<file path="src/rtl/rstseq_pkg.sv">
package rstseq_pkg;
    typedef enum logic [2:0] {
        ST_COLD_HOLD  = 3'd0,
        ST_CLK_WAIT   = 3'd1,
        ST_WARM_DRAIN = 3'd2,
        ST_BOOT_REQ   = 3'd3,
        ST_RELEASE    = 3'd4,
        ST_IDLE       = 3'd5
    } rseq_state_e;
endpackage

</file>
<file path="src/rtl/rstseq_sync.sv">
// Multi-flop synchronizer with asynchronous clear to RST_VAL.
module rstseq_sync #(
    parameter int   STAGES  = 2,
    parameter logic RST_VAL = 1'b0
) (
    input  logic clk,
    input  logic arst_n,
    input  logic d,
    output logic q
);
    logic [STAGES-1:0] sh;

    always_ff @(posedge clk or negedge arst_n) begin
        if (!arst_n) sh <= {STAGES{RST_VAL}};
        else         sh <= {sh[STAGES-2:0], d};
    end

    assign q = sh[STAGES-1];
endmodule

</file>
<file path="src/rtl/rstseq_stepper.sv">
// Counts release groups: one increment every STEP cycles while run is high.
module rstseq_stepper #(
    parameter int NGRP = 4,
    parameter int STEP = 4
) (
    input  logic                      clk,
    input  logic                      rst_n,
    input  logic                      run,
    output logic [$clog2(NGRP+1)-1:0] rel_cnt,
    output logic                      last_tick
);
    localparam int CW = (STEP > 1) ? $clog2(STEP) : 1;
    localparam int GW = $clog2(NGRP+1);

    logic [CW-1:0] cyc;
    logic          tick;

    assign tick      = run && (cyc == CW'(STEP-1));
    assign last_tick = tick && (rel_cnt == GW'(NGRP-1));

    always_ff @(posedge clk or negedge rst_n) begin
        if (!rst_n) begin
            cyc     <= '0;
            rel_cnt <= '0;
        end else if (!run) begin
            cyc     <= '0;
            rel_cnt <= '0;
        end else if (tick) begin
            cyc     <= '0;
            rel_cnt <= rel_cnt + GW'(1);
        end else begin
            cyc <= cyc + CW'(1);
        end
    end
endmodule

</file>
<file path="src/rtl/rstseq_ctrl.sv">
module rstseq_ctrl
    import rstseq_pkg::*;
#(
    parameter int NGRP        = 4,
    parameter int STEP        = 4,
    parameter int SYNC_STAGES = 2
) (
    input  logic            clk,
    input  logic            por_n,
    input  logic            cold_req,
    input  logic            warm_req,
    input  logic            clku_boot_ack,
    input  logic            clku_clk_ready,
    output logic            clku_rst_n,
    output logic [NGRP-1:0] mod_rst_n,
    output logic            clku_boot_req,
    output logic            busy
);
    localparam int GW = $clog2(NGRP+1);

    logic          src_n;
    logic          rst_n;
    logic          warm_s;
    logic          run;
    logic          last_tick;
    logic [GW-1:0] rel_cnt;
    logic [NGRP-1:0] therm;
    rseq_state_e   state_q, state_d;

    // Reset source: asynchronous assertion, synchronous release
    assign src_n = por_n & ~cold_req;

    rstseq_sync #(.STAGES(SYNC_STAGES), .RST_VAL(1'b0)) u_rst_sync (
        .clk    (clk),
        .arst_n (src_n),
        .d      (1'b1),
        .q      (rst_n)
    );

    rstseq_sync #(.STAGES(SYNC_STAGES), .RST_VAL(1'b0)) u_warm_sync (
        .clk    (clk),
        .arst_n (rst_n),
        .d      (warm_req),
        .q      (warm_s)
    );

    assign run = (state_q == ST_RELEASE);

    rstseq_stepper #(.NGRP(NGRP), .STEP(STEP)) u_stepper (
        .clk       (clk),
        .rst_n     (rst_n),
        .run       (run),
        .rel_cnt   (rel_cnt),
        .last_tick (last_tick)
    );

    // Thermometer of released groups, lowest index first
    for (genvar g = 0; g < NGRP; g++) begin : g_therm
        assign therm[g] = (rel_cnt > GW'(g));
    end

    // State register
    always_ff @(posedge clk or negedge rst_n) begin
        if (!rst_n) state_q <= ST_COLD_HOLD;
        else        state_q <= state_d;
    end

    // Next-state logic
    always_comb begin
        state_d = state_q;
        unique case (state_q)
            ST_COLD_HOLD:  state_d = ST_CLK_WAIT;
            ST_CLK_WAIT:   if (clku_clk_ready) state_d = ST_RELEASE;
            ST_IDLE:       if (warm_s) state_d = clku_boot_ack ? ST_WARM_DRAIN : ST_BOOT_REQ;
            ST_WARM_DRAIN: if (!clku_boot_ack) state_d = ST_BOOT_REQ;
            ST_BOOT_REQ:   if (clku_boot_ack) state_d = ST_RELEASE;
            ST_RELEASE:    if (last_tick) state_d = ST_IDLE;
            default:       state_d = ST_COLD_HOLD;
        endcase
    end

    // Outputs decoded from state
    always_comb begin
        clku_rst_n    = 1'b1;
        mod_rst_n     = '0;
        clku_boot_req = 1'b0;
        busy          = 1'b1;
        unique case (state_q)
            ST_COLD_HOLD:  clku_rst_n = 1'b0;
            ST_CLK_WAIT:   ;
            ST_WARM_DRAIN: ;
            ST_BOOT_REQ:   clku_boot_req = 1'b1;
            ST_RELEASE:    mod_rst_n = therm;
            ST_IDLE: begin
                mod_rst_n = '1;
                busy      = 1'b0;
            end
            default:       clku_rst_n = 1'b0;
        endcase
    end
endmodule

</file>
<file path="config.mk">
export PLATFORM = sky130hd
export DESIGN_NAME = rstseq_ctrl
export DESIGN_NICKNAME = d
export VERILOG_FILES = /design/src/rtl/rstseq_pkg.sv /design/src/rtl/rstseq_sync.sv /design/src/rtl/rstseq_stepper.sv /design/src/rtl/rstseq_ctrl.sv
export SDC_FILE = /design/constraint.sdc
export NUM_CORES = 1
export LEC_CHECK = 0
export BUFFER_PORTS_ARGS = -buffer_cell sky130_fd_sc_hd__buf_4
export CORE_MARGIN = 2
export CORE_UTILIZATION = 40
export DETAILED_ROUTE_END_ITERATION = 10
export PLACE_DENSITY = 0.62
export SLEW_MARGIN = 20
export SYNTH_ARGS = -nofsm -noshare
export SYNTH_HDL_FRONTEND = slang
export SYNTH_SLANG_ARGS = --single-unit
</file>
<file path="constraint.sdc">
create_clock -name clk -period 2.6 [get_ports clk]
set_clock_uncertainty 0.05 [all_clocks]
set_input_delay 0.65 -clock clk [delete_from_list [all_inputs] [get_ports clk]]
set_output_delay 0.65 -clock clk [all_outputs]
set_load 0.02 [all_outputs]
</file>
Word level (Yosys, flattened, before mapping)
Cells that the tools add are included.
{"block": "totals", "regBits": 12, "input_bits": 6, "output_inout_bits": 7, "wordCells": 46}
{"block": "op_classes", "addsub": 2, "n_lt_le_gt_ge": 4, "eq_ne": 13, "muxes": 15, "bitwise": 2, "reduce_logical": 5}
{"op": "3-bit 2-to-1 mux", "n": 7}
{"op": "3-bit case mux with 6 select lines", "n": 1}
{"op": "2-bit inequality test, second input constant", "n": 5}
{"op": "3-bit by 2-bit equality test with 1-bit output, second input constant", "n": 3}
{"op": "4-bit case mux with 2 select lines", "n": 1}
{"op": "3-bit equality test, second input constant", "n": 2}
{"op": "3-bit by 1-bit greater-than comparator with 1-bit output, second input constant", "n": 2}
{"op": "3-bit by 2-bit greater-than comparator with 1-bit output, second input constant", "n": 2}
{"op": "5-bit AND reduction", "n": 1}
{"op": "5-bit OR reduction", "n": 1}
{"op": "1-bit 2-to-1 mux", "n": 4}
{"op": "2-bit 2-to-1 mux", "n": 2}
{"op": "3-bit by 1-bit adder with 3-bit output, second input constant", "n": 1}
{"op": "3-bit by 1-bit equality test with 1-bit output, second input constant", "n": 1}
{"op": "3-bit logical NOT", "n": 1}
{"op": "2-bit by 1-bit adder with 2-bit output, second input constant", "n": 1}
{"op": "2-bit equality test, second input constant", "n": 1}
{"op": "1-bit logical AND", "n": 2}
{"op": "2-bit by 1-bit inequality test with 1-bit output, second input constant", "n": 1}
{"op": "1-bit AND", "n": 1}
{"op": "1-bit inverter", "n": 1}

Logic depth before layout (Yosys ltp)
Gate-level depths: netlist (run 1).
{"block": "logic_depth", "depth_word": 5, "ltp_mapped": 5}

Cells and area by module
A second synthesis (run 1) with hierarchy kept.
{"block": "unflattened", "hier_cells": 60, "hier_area_um2": 609.3}
{"module": "rstseq_ctrl", "instances": 1, "cells_each": 37, "area_each_um2": 261.5, "seq_area_each_um2": 75.1}
{"module": "rstseq_stepper", "instances": 1, "cells_each": 19, "area_each_um2": 247.7, "seq_area_each_um2": 125.1}
{"module": "rstseq_sync", "instances": 2, "cells_each": 2, "area_each_um2": 50.0, "seq_area_each_um2": 50.0}

Worst setup path after synthesis (run 1)
Ideal clock, no wire load.
{"block": "synth_timing", "kind": "reg-to-output", "from": "reg u_stepper.rel_cnt[0]", "to": "out mod_rst_n[2]", "arrival_ps": 1162, "t_required_ps": 1900, "slack_ps": 738, "path_stages_with_launch": 5, "n_path_buf": 0, "path_cell_list": "dfrtp_1 -> inv_1 -> ha_1 -> nand2b_1 -> a21oi_1"}
{"block": "synth_via", "elab_chain_cells": 2}
{"item": "from (decl)", "line_no": "rstseq_stepper.sv:9", "source": "output logic [$clog2(NGRP+1)-1:0] rel_cnt,"}
{"item": "from (signal assigned)", "line_no": "rstseq_stepper.sv:30", "source": "rel_cnt <= rel_cnt + GW'(1);"}
{"item": "3-bit by 2-bit greater-than comparator with 1-bit output", "line_no": "rstseq_ctrl.sv:59", "source": "assign therm[g] = (rel_cnt > GW'(g));"}
{"item": "4-bit case mux with 2 select lines", "line_no": "rstseq_ctrl.sv:88", "source": "unique case (state_q)"}
{"item": "to (decl)", "line_no": "rstseq_ctrl.sv:15", "source": "output logic [NGRP-1:0] mod_rst_n,"}
Every way passes these cells.

Worst setup path after layout (run 1)
{"block": "layout_timing", "from": "reg u_stepper.rel_cnt[0]", "to": "out mod_rst_n[3]"}
The elaborated chain is that of the path after synthesis.

==> results_dict.tcl, run 1 <==
set metrics [dict create \
    ys.flop_type "dfrtp_1" \
    crit_fanout 6 \
    fin_total_pwr_mw 0.756 \
    synth_edf_count 0 \
    yosysUniqueCellTypes 28 \
    cts_hold_buf 0 \
    drcViolationCount 0 \
    cts-resized-gates 0 \
    synth_seq_cells 12 \
    ff2ff_path_depth 5 \
    setup_tns_ns 0 \
    yosysTopAreaCell "dfrtp_1" \
    period_needed_ns 2.16 \
    grt_pass1_wl_um 1650 \
    rr_endpoint "state_q[0]" \
    drive_above_1_share_pct 24.3 \
    grt_setup_unrepaired "no" \
    postRouteAntennaNets 0 \
    die_y_um 44.6 \
    diodes 0 \
    io_pins 13 \
    drv_cap 0 \
    fin_crit_sh_pct 83.0 \
    switchingPower_mw 0.303 \
    routed_wl_um 960 \
    place_hpwl_um 755 \
    post_cts_buffers 0 \
    finalMaxSlewViolations 0 \
    root_buffer "clkbuf_4" \
    most-common-layout-cells "12 x buf_4, 12 x dfrtp_1, 6 x a21oi_1, 6 x nor2_1, 6 x ha_1" \
    syn_to_final_growth_pct 16.0 \
    crit_family "flip-flops" \
    clock-sinks 12 \
    swShare_pct 40.1 \
    seqPwrFrac_pct 38.3 \
    ys_warn_count 0 \
    num_rows 14 \
    portBuffers 12 \
    grt_pass1_vias 392 \
    required_ns 1.90 \
    start_util_pct 43.2 \
    p_clk_share_pct 13.7 \
    grt-ovfl-total 0 \
    crit_type "register to output port" \
    setup_violations 0 \
    path_common_cell "ha_1" \
    powerDensity_nw_per_um2 990 \
    dieArea_um2 1990 \
    hold_violations 0 \
    cts_made_buffers 3 \
    status "completed" \
    avgSynthCellArea_um2 10.6 \
    r2r_start "u_stepper.rel_cnt[0]" \
    path_cells "ha_1 -> ha_1 -> nor2_1 -> o21a_1 -> buf_4" \
    power_frac_comb_pct 48.0 \
    fin_nets 88 \
    syn_nets 74 \
    max_stage_delay_ns 0.44 \
    ys_top_cells_by_area "dfrtp_1 46%, ha_1 11%, a21oi_1 4.6%" \
    worst_ep_arrival_time_ns 1.46 \
    drt_iter0_drc 1 \
    max_freq_mhz 463 \
    critPathBufInv 1 \
    htree_levels 1 \
    grt_start_max_net_pins 13 \
    reg2reg_slack_ns 1.01 \
    clock_latency_ns 0.26 \
    routedWlPerCell_um 10.7 \
    dr.pass1.iters 4 \
    cpMaxStageDelayCell "dfrtp_1" \
    clock_path_buffers 2 \
    cp-start-kind "register" \
    p_int_mw 0.453 \
    cts_tree "done" \
    cp-end-kind "output port" \
    synth_cells 62 \
    vias 446 \
    path_clk_slew_ns 0.06 \
    track_usage_pct 11.6 \
    ir_drop_uv 437 \
    synth.top_cell.area_share_pct 45.6 \
    via_per_inst 4.96 \
    die_w_um 44.6 \
    leakage_nw 0.362 \
    synth_seq_area_share_pct 45.6 \
    routabilityCongestion 0.705 \
    async_reset_ff_share_pct 100 \
    antenna_found_initial 0 \
    core_area_um2 1520 \
    hp-class "register to asynchronous set/reset pin" \
    hold-worst-slack_ns 0.108 \
    syn_area_um2 658 \
]
-- routing by layer --
layer  part of all wire [%]  wire length [um]  track usage (%)  vias to the layer above
met2                     43               408             17.1                        9
met4                   0.52                 5             7.27                        0
met3                    3.9                37             1.22                        2
li1                       -                 -                -                      232
met1                     53               508             16.1                      203
met5                      0                 0                0                        -
-- sequential cells by signal (all words and copies together) (netlist names) --
register and flops:
state_q 3, u_stepper.rel_cnt 3, u_rst_sync.sh 2, u_stepper.cyc 2, u_warm_sync.sh 2
-- synth_stat cells (2+ instances only) --
cell / n
a21oi_1: 6
buf_6: 2
nor2_1: 6
inv_1: 4
nand2b_1: 2
ha_1: 6
dfrtp_1: 12
nor3_1: 2
nand2_1: 3
-- cell families (layout without fill, tap and decap cells) --
logic type	after synthesis	in the layout	share of synthesized area [%]
XOR/XNOR	1	1	1.33
other	1	1	0.570
AO/OA/AOI/OAI	14	14	14.8
buffers and inverters	7	19	6.46
adder cells (fa/ha/maj)	6	6	11.4
flip-flops	12	12	45.6
AND/OR/NAND/NOR	20	20	18.3
multiplexers	1	1	1.52
-- power groups by stage --
stage / Combinational, mW / Clock, mW / Sequential [mW]
after global placement: 0.367 / 0 / 0.293
after CTS: 0.368 / 0.110 / 0.289
after detailed placement: 0.366 / 0 / 0.293
after global routing: 0.398 / 0.120 / 0.303
final: 0.363 / 0.104 / 0.289
after floorplan: 0.302 / 0 / 0.255
-- layout make-up --
class	instances	area, um^2
well taps	16	20.0
inverters	4	15.0
flip-flops and latches	12	300
repair buffers	12	90.1
fillers	148	761
clock buffers	3	22.5
multi-input cells	43	315
-- worst max path at each step --
stage / slack, ns / cells after the start / to / start
6_report: 0.44 / 5 / mod_rst_n[3] / u_stepper.rel_cnt[0]
5_1_grt: 0.35 / 5 / mod_rst_n[3] / u_stepper.rel_cnt[0]
4_1_cts: 0.42 / 5 / mod_rst_n[3] / u_stepper.rel_cnt[0]
3_5_place_dp: 0.72 / 5 / mod_rst_n[3] / u_stepper.rel_cnt[0]
3_3_place_gp: 0.74 / 5 / mod_rst_n[3] / u_stepper.rel_cnt[0]
2_1_floorplan: 0.74 / 4 / mod_rst_n[2] / u_stepper.rel_cnt[0]
-- worst reg2reg max path, stage by stage (launching register included) --
cell      delay (ns)
dfrtp_1         0.44
ha_1            0.23
ha_1            0.18
and3b_1         0.18
a311oi_1        0.24
o22ai_1         0.13
-- through the flow --
step | cell area (um^2) | setup WS (ns) | std cells | util [%]
after floorplan | 658 | 0.738 | 62 | -
after global placement | 741 | 0.744 | 87 | 48.6
after detailed placement | 741 | 0.720 | 87 | 48.6
after CTS | 763 | 0.421 | 90 | 50.1
after global routing | 763 | 0.350 | 90 | 50.1
final | 763 | 0.442 | 90 | 50.1
Note: power is estimated with default switching activity, not from simulation.
==> run 2, diff against run 1 <==
- ABC_AREA: not set -> 1
- PLACE_DENSITY: 0.62 -> 0.64
- clock period: 2.6 -> 1.9 ns (I/O delays scaled with it)
==> results_dict.tcl, run 2 <==
set metrics [dict create \
    status "finished, violations left" \
    violations "setup timing" \
    swShare_pct 44.3 \
    synth.top_cell.area_share_pct 42.6 \
    drive_above_1_share_pct 44.8 \
    yosysMostFrequentCell "nand2_1" \
    ff2ff_path_depth 8 \
    grt-ovfl-total 0 \
    drt_iter0_drc 9 \
    vias 604 \
    ys.flop_type "dfrtp_1" \
    crit_type "register to output port" \
    clock-sinks 12 \
    cts_tree "done" \
    yosysUniqueCellTypes 20 \
    io_pins 13 \
    routed_wl_um 1380 \
    cp-end-kind "output port" \
    yosysTopAreaCell "dfrtp_1" \
    power_frac_comb_pct 56.0 \
    via_per_inst 4.95 \
    rr_endpoint "state_q[2]" \
    dr.pass1.iters 4 \
    synth_seq_area_share_pct 42.6 \
    place_hpwl_um 1000 \
    required_ns 1.37 \
    finalMaxSlewViolations 0 \
    clock_path_buffers 2 \
    async_reset_ff_share_pct 100 \
    core_area_um2 1690 \
    avgSynthCellArea_um2 8.30 \
    synth-simple-area-share_pct 26.6 \
    synth_edf_count 0 \
    start_util_pct 41.8 \
    seqPwrFrac_pct 28.8 \
    synth-xor-area-share_pct 0 \
    finish.instance_area_um2 966 \
    hp-class "input port to asynchronous set/reset pin" \
    postRouteAntennaNets 0 \
    p_clk_share_pct 15.1 \
    max_freq_mhz 521 \
    hold_violations 0 \
    syn_nets 97 \
    place_area_um2 818 \
    dieArea_um2 2120 \
    setup_tns_ns -0.0461 \
    fin_total_pwr_mw 1.27 \
    diodes 0 \
    crit_fanout 3 \
    fin_crit_sh_pct 101 \
    leakage_nw 0.473 \
    yosys.area_share.adder_pct 10.6 \
    grt_pass1_wl_um 2390 \
    routedWlPerCell_um 11.3 \
    switchingPower_mw 0.562 \
    final_util_pct 57.2 \
    grt_setup_unrepaired "yes" \
    r2r_start "u_stepper.rel_cnt[0]" \
    routabilityCongestion 0.790 \
    worst_ep_arrival_time_ns 1.39 \
    final_common_cell "nand2_1" \
    drcViolationCount 0 \
    ir_drop_uv 680 \
    ys_top_cells_by_area "dfrtp_1 43%, ha_1 11%, nand2_1 9.0%" \
    fin_nets 118 \
    ys_top_cells_by_count "17 x nand2_1, 12 x dfrtp_1, 11 x inv_1" \
    fin_ws_ns -0.0188 \
    p_int_mw 0.707 \
    die_y_um 46 \
    setup_violations 3 \
    powerDensity_nw_per_um2 1310 \
    track_usage_pct 15.9 \
    ys_warn_count 0 \
    antenna_found_initial 0 \
    portBuffers 12 \
    clock_latency_ns 0.26 \
    num_rows 15 \
    reg2reg_slack_ns 0.53 \
    synth_seq_cells 12 \
    reg_top3 "state_q x3, u_stepper.rel_cnt x3" \
    root_buffer "clkbuf_4" \
    grt_start_max_net_pins 11 \
    period_needed_ns 1.92 \
    synth_top_family_by_area "simple AND/OR/NAND/NOR gates" \
    cts_made_buffers 3 \
    drv_cap 0 \
    muxShareOfSynthArea_pct 0 \
    most-common-layout-cells "16 x nand2_1, 12 x buf_4, 9 x inv_1, 9 x dfrtp_1, 6 x nand2_2" \
    grt_pass1_vias 607 \
    syn_area_um2 706 \
    path_clk_slew_ns 0.07 \
    place_worst_setup_slack_ns 0.127 \
    synth_compound_area_share_pct 11.2 \
    htree_levels 1 \
    cp-start-kind "register" \
    synth_cells 85 \
    die_w_um 46 \
    syn_to_final_growth_pct 36.9 \
]
[run 2: layout make-up]
cell class / instances / area, um^2
well taps: 17 / 21.3
repair buffers: 17 / 146
inverters: 13 / 51.3
multi-input cells: 59 / 407
fillers: 152 / 723
clock buffers: 4 / 36.3
flip-flops and latches: 12 / 304
[run 2: power by group through the flow]
stage | sequential, mW | combinational (mW) | clock [mW]
after floorplan | 0.340 | 0.484 | 0
after global placement | 0.352 | 0.650 | 0
after detailed placement | 0.357 | 0.664 | 0
after CTS | 0.362 | 0.704 | 0.200
after global routing | 0.372 | 0.791 | 0.213
final | 0.366 | 0.711 | 0.192
[run 2: worst max-delay path: stages, from the launching register on]
cell and delay, ns:
dfrtp_2 0.44, buf_6 0.13, ha_2 0.16, o21ai_1 0.14, nand2_1 0.06, nand2_1 0.07
buf_6 0.11
[run 2: repair_timing]
action / CTS / global route
hold buffers: 0 / 0
buffers inserted: 4 / 0
resized for setup: 13 / 11
pin swaps: 5 / 4
endpoints found under the setup margin: 3 / 5
hold endpoints to repair: 0 / 0
[run 2: per-layer routing]
metal	wire length [um]	vias to the layer above	track usage, %	part of all wire (%)
met5	0	-	0	0
met4	10	0	11.4	0.72
met3	54	2	1.59	3.9
met2	728	16	27.5	53
met1	587	274	17.9	43
li1	-	312	-	-
[run 2: cell families (layout without fill, tap and decap cells)]
logic type | count (synthesis) | after routing
adders and majority gates | 6 | 6
buffers and inverters | 14 | 34
DFF | 12 | 12
and+or+nand+nor | 38 | 38
AOI/OAI and AO/OA | 14 | 14
other | 1 | 1
[run 2: how the worst max path moves through the flow]
| stage | from | to | slack (ns) | depth (start not counted) |
|---|---|---|---|---|
| final | u_stepper.rel_cnt[1] | mod_rst_n[2] | -0.02 | 6 |
| after global routing | u_stepper.rel_cnt[0] | mod_rst_n[1] | -0.09 | 6 |
| after CTS | u_stepper.rel_cnt[0] | mod_rst_n[3] | -0.02 | 4 |
| after detailed placement | u_stepper.rel_cnt[0] | mod_rst_n[3] | 0.13 | 4 |
| after global placement | u_stepper.rel_cnt[0] | mod_rst_n[3] | 0.15 | 4 |
| after floorplan | u_stepper.rel_cnt[0] | mod_rst_n[3] | 0.13 | 3 |
[run 2: metrics by stage]
stage          hold WS, ns  std cells
6_report            0.0447        122
5_1_grt             0.0786        122
4_1_cts             0.0401        122
3_5_place_dp         0.117        114
3_3_place_gp         0.110        114
2_1_floorplan       0.0709         85
==> run 3, diff against run 2 <==
- SKIP_CTS_REPAIR_TIMING: not set -> 1
==> results_dict.tcl, run 3 (same netlist as run 2, synthesis figures left out) <==
set metrics [dict create \
    fillers 162 \
    final_util_pct 54.6 \
    dr_wl_met2_um 675 \
    grt_start_max_net_pins 11 \
    crit_type "register to output port" \
    die_y_um 46 \
    wl_met1_um 568 \
    place_hpwl_um 1000 \
    fin_total_pwr_mw 1.26 \
    num_rows 15 \
    reg2reg_slack_ns 0.51 \
    start_util_pct 41.8 \
    core_area_um2 1690 \
    ir_drop_uv 675 \
    setup_tns_ns -0.0272 \
    fin_nets 117 \
    path_clk_slew_ns 0.07 \
    most-common-layout-cells "16 x nand2_1, 12 x buf_4, 11 x inv_1, 9 x dfrtp_1, 6 x nand2_2" \
    drcViolationCount 0 \
    crit_fanout 4 \
    antenna_found_initial 0 \
    status "finished, violations left" \
    vias 605 \
    grt-ovfl-total 0 \
    required_ns 1.37 \
    root_buffer "clkbuf_4" \
    r2r_start "u_stepper.rel_cnt[0]" \
    endpoint "mod_rst_n[3]" \
    clock_path_buffers 2 \
    dieArea_um2 2120 \
    clock-sinks 12 \
    dr.pass1.iters 3 \
    io_pins 13 \
    routabilityCongestion 0.790 \
    fin_crit_sh_pct 101 \
    via_per_inst 5.00 \
    routed_wl_um 1310 \
    hp-class "input port to asynchronous set/reset pin" \
    top_layer "met4" \
    drv_cap 0 \
    setup_violations 2 \
    grt_setup_unrepaired "yes" \
    clock_latency_ns 0.26 \
    leakage_nw 0.461 \
    cts_made_buffers 3 \
    finalMaxSlewViolations 0 \
    max_freq_mhz 520 \
    critPathLaunch "u_stepper.rel_cnt[0]" \
    postRouteAntennaNets 0 \
    multi_input_comb_area_um2 377 \
    ff2ff_path_depth 8 \
    worst_ep_arrival_time_ns 1.40 \
    violations "setup timing" \
    wl_met3_um 57 \
    fin_ws_ns -0.0231 \
    routedWlPerCell_um 10.9 \
    cts_tree "done" \
    hold_violations 0 \
    track_usage_pct 14.5 \
    place_worst_setup_slack_ns 0.127 \
    grt_pass1_wl_um 2180 \
    period_needed_ns 1.92 \
    grt_pass1_vias 575 \
    final_common_cell "nand2_1" \
    cp-start-kind "register" \
    cp-end-kind "output port" \
    ff_latch_area_um2 304 \
    reg_top3 "state_q x3, u_stepper.rel_cnt x3" \
    die_w_um 46 \
    portBuffers 12 \
    drt_iter0_drc 8 \
    syn_to_final_growth_pct 30.7 \
    htree_levels 1 \
    powerDensity_nw_per_um2 1370 \
    drive_above_1_share_pct 42.3 \
    diodes 0 \
    rr_endpoint "state_q[2]" \
]
run 3: final cells by class:
cell class	count	share of cell area [%]
Timing Repair Buffer	16	14.7
Tap cell	17	2.31
Inverter	13	5.29
Sequential cell	12	33.0
Clock buffer	4	3.93
Multi-Input combinational cell	59	40.8
run 3: how the worst min path moves through the flow:
stage                                start                 to  cells past startpoint  slack (ns)
after floorplan           u_rst_sync.sh[1]         state_q[0]                      0        0.07
after global placement    u_rst_sync.sh[1]         state_q[2]                      0        0.11
after detailed placement  u_rst_sync.sh[1]  u_warm_sync.sh[1]                      0        0.12
after CTS                            por_n   u_rst_sync.sh[1]                      3        0.04
after global routing                 por_n   u_rst_sync.sh[1]                      3        0.08
final                                por_n   u_rst_sync.sh[1]                      3        0.04
run 3: power breakdown:
group          total, mW  leakage (nW)  switching, mW  internal (mW)
Sequential         0.367         0.149         0.0589          0.308
Clock              0.192        0.0210         0.0758          0.116
Combinational      0.701         0.291          0.420          0.282
Total               1.26         0.461          0.555          0.706
run 3: stage by stage:
stage,instance area (um^2),hold slack (ns),cells
global placement,818,0.110,114
floorplan,711,0.0709,85
finish,922,0.0446,121
detailed placement,818,0.117,114
CTS,855,0.0401,118
global route,922,0.0788,121
run 3: per-layer routing:
layer  track usage (%)  vias to the layer above
li1                  -                      311
met1              17.2                      278
met2              23.3                       14
met3              1.59                        2
met4              11.4                        0
met5                 0                        -
run 3: critical path: stages (launching register included):
cell and delay (ns):
dfrtp_2 0.43, ha_2 0.19, ha_2 0.17, o31ai_2 0.16, buf_4 0.17
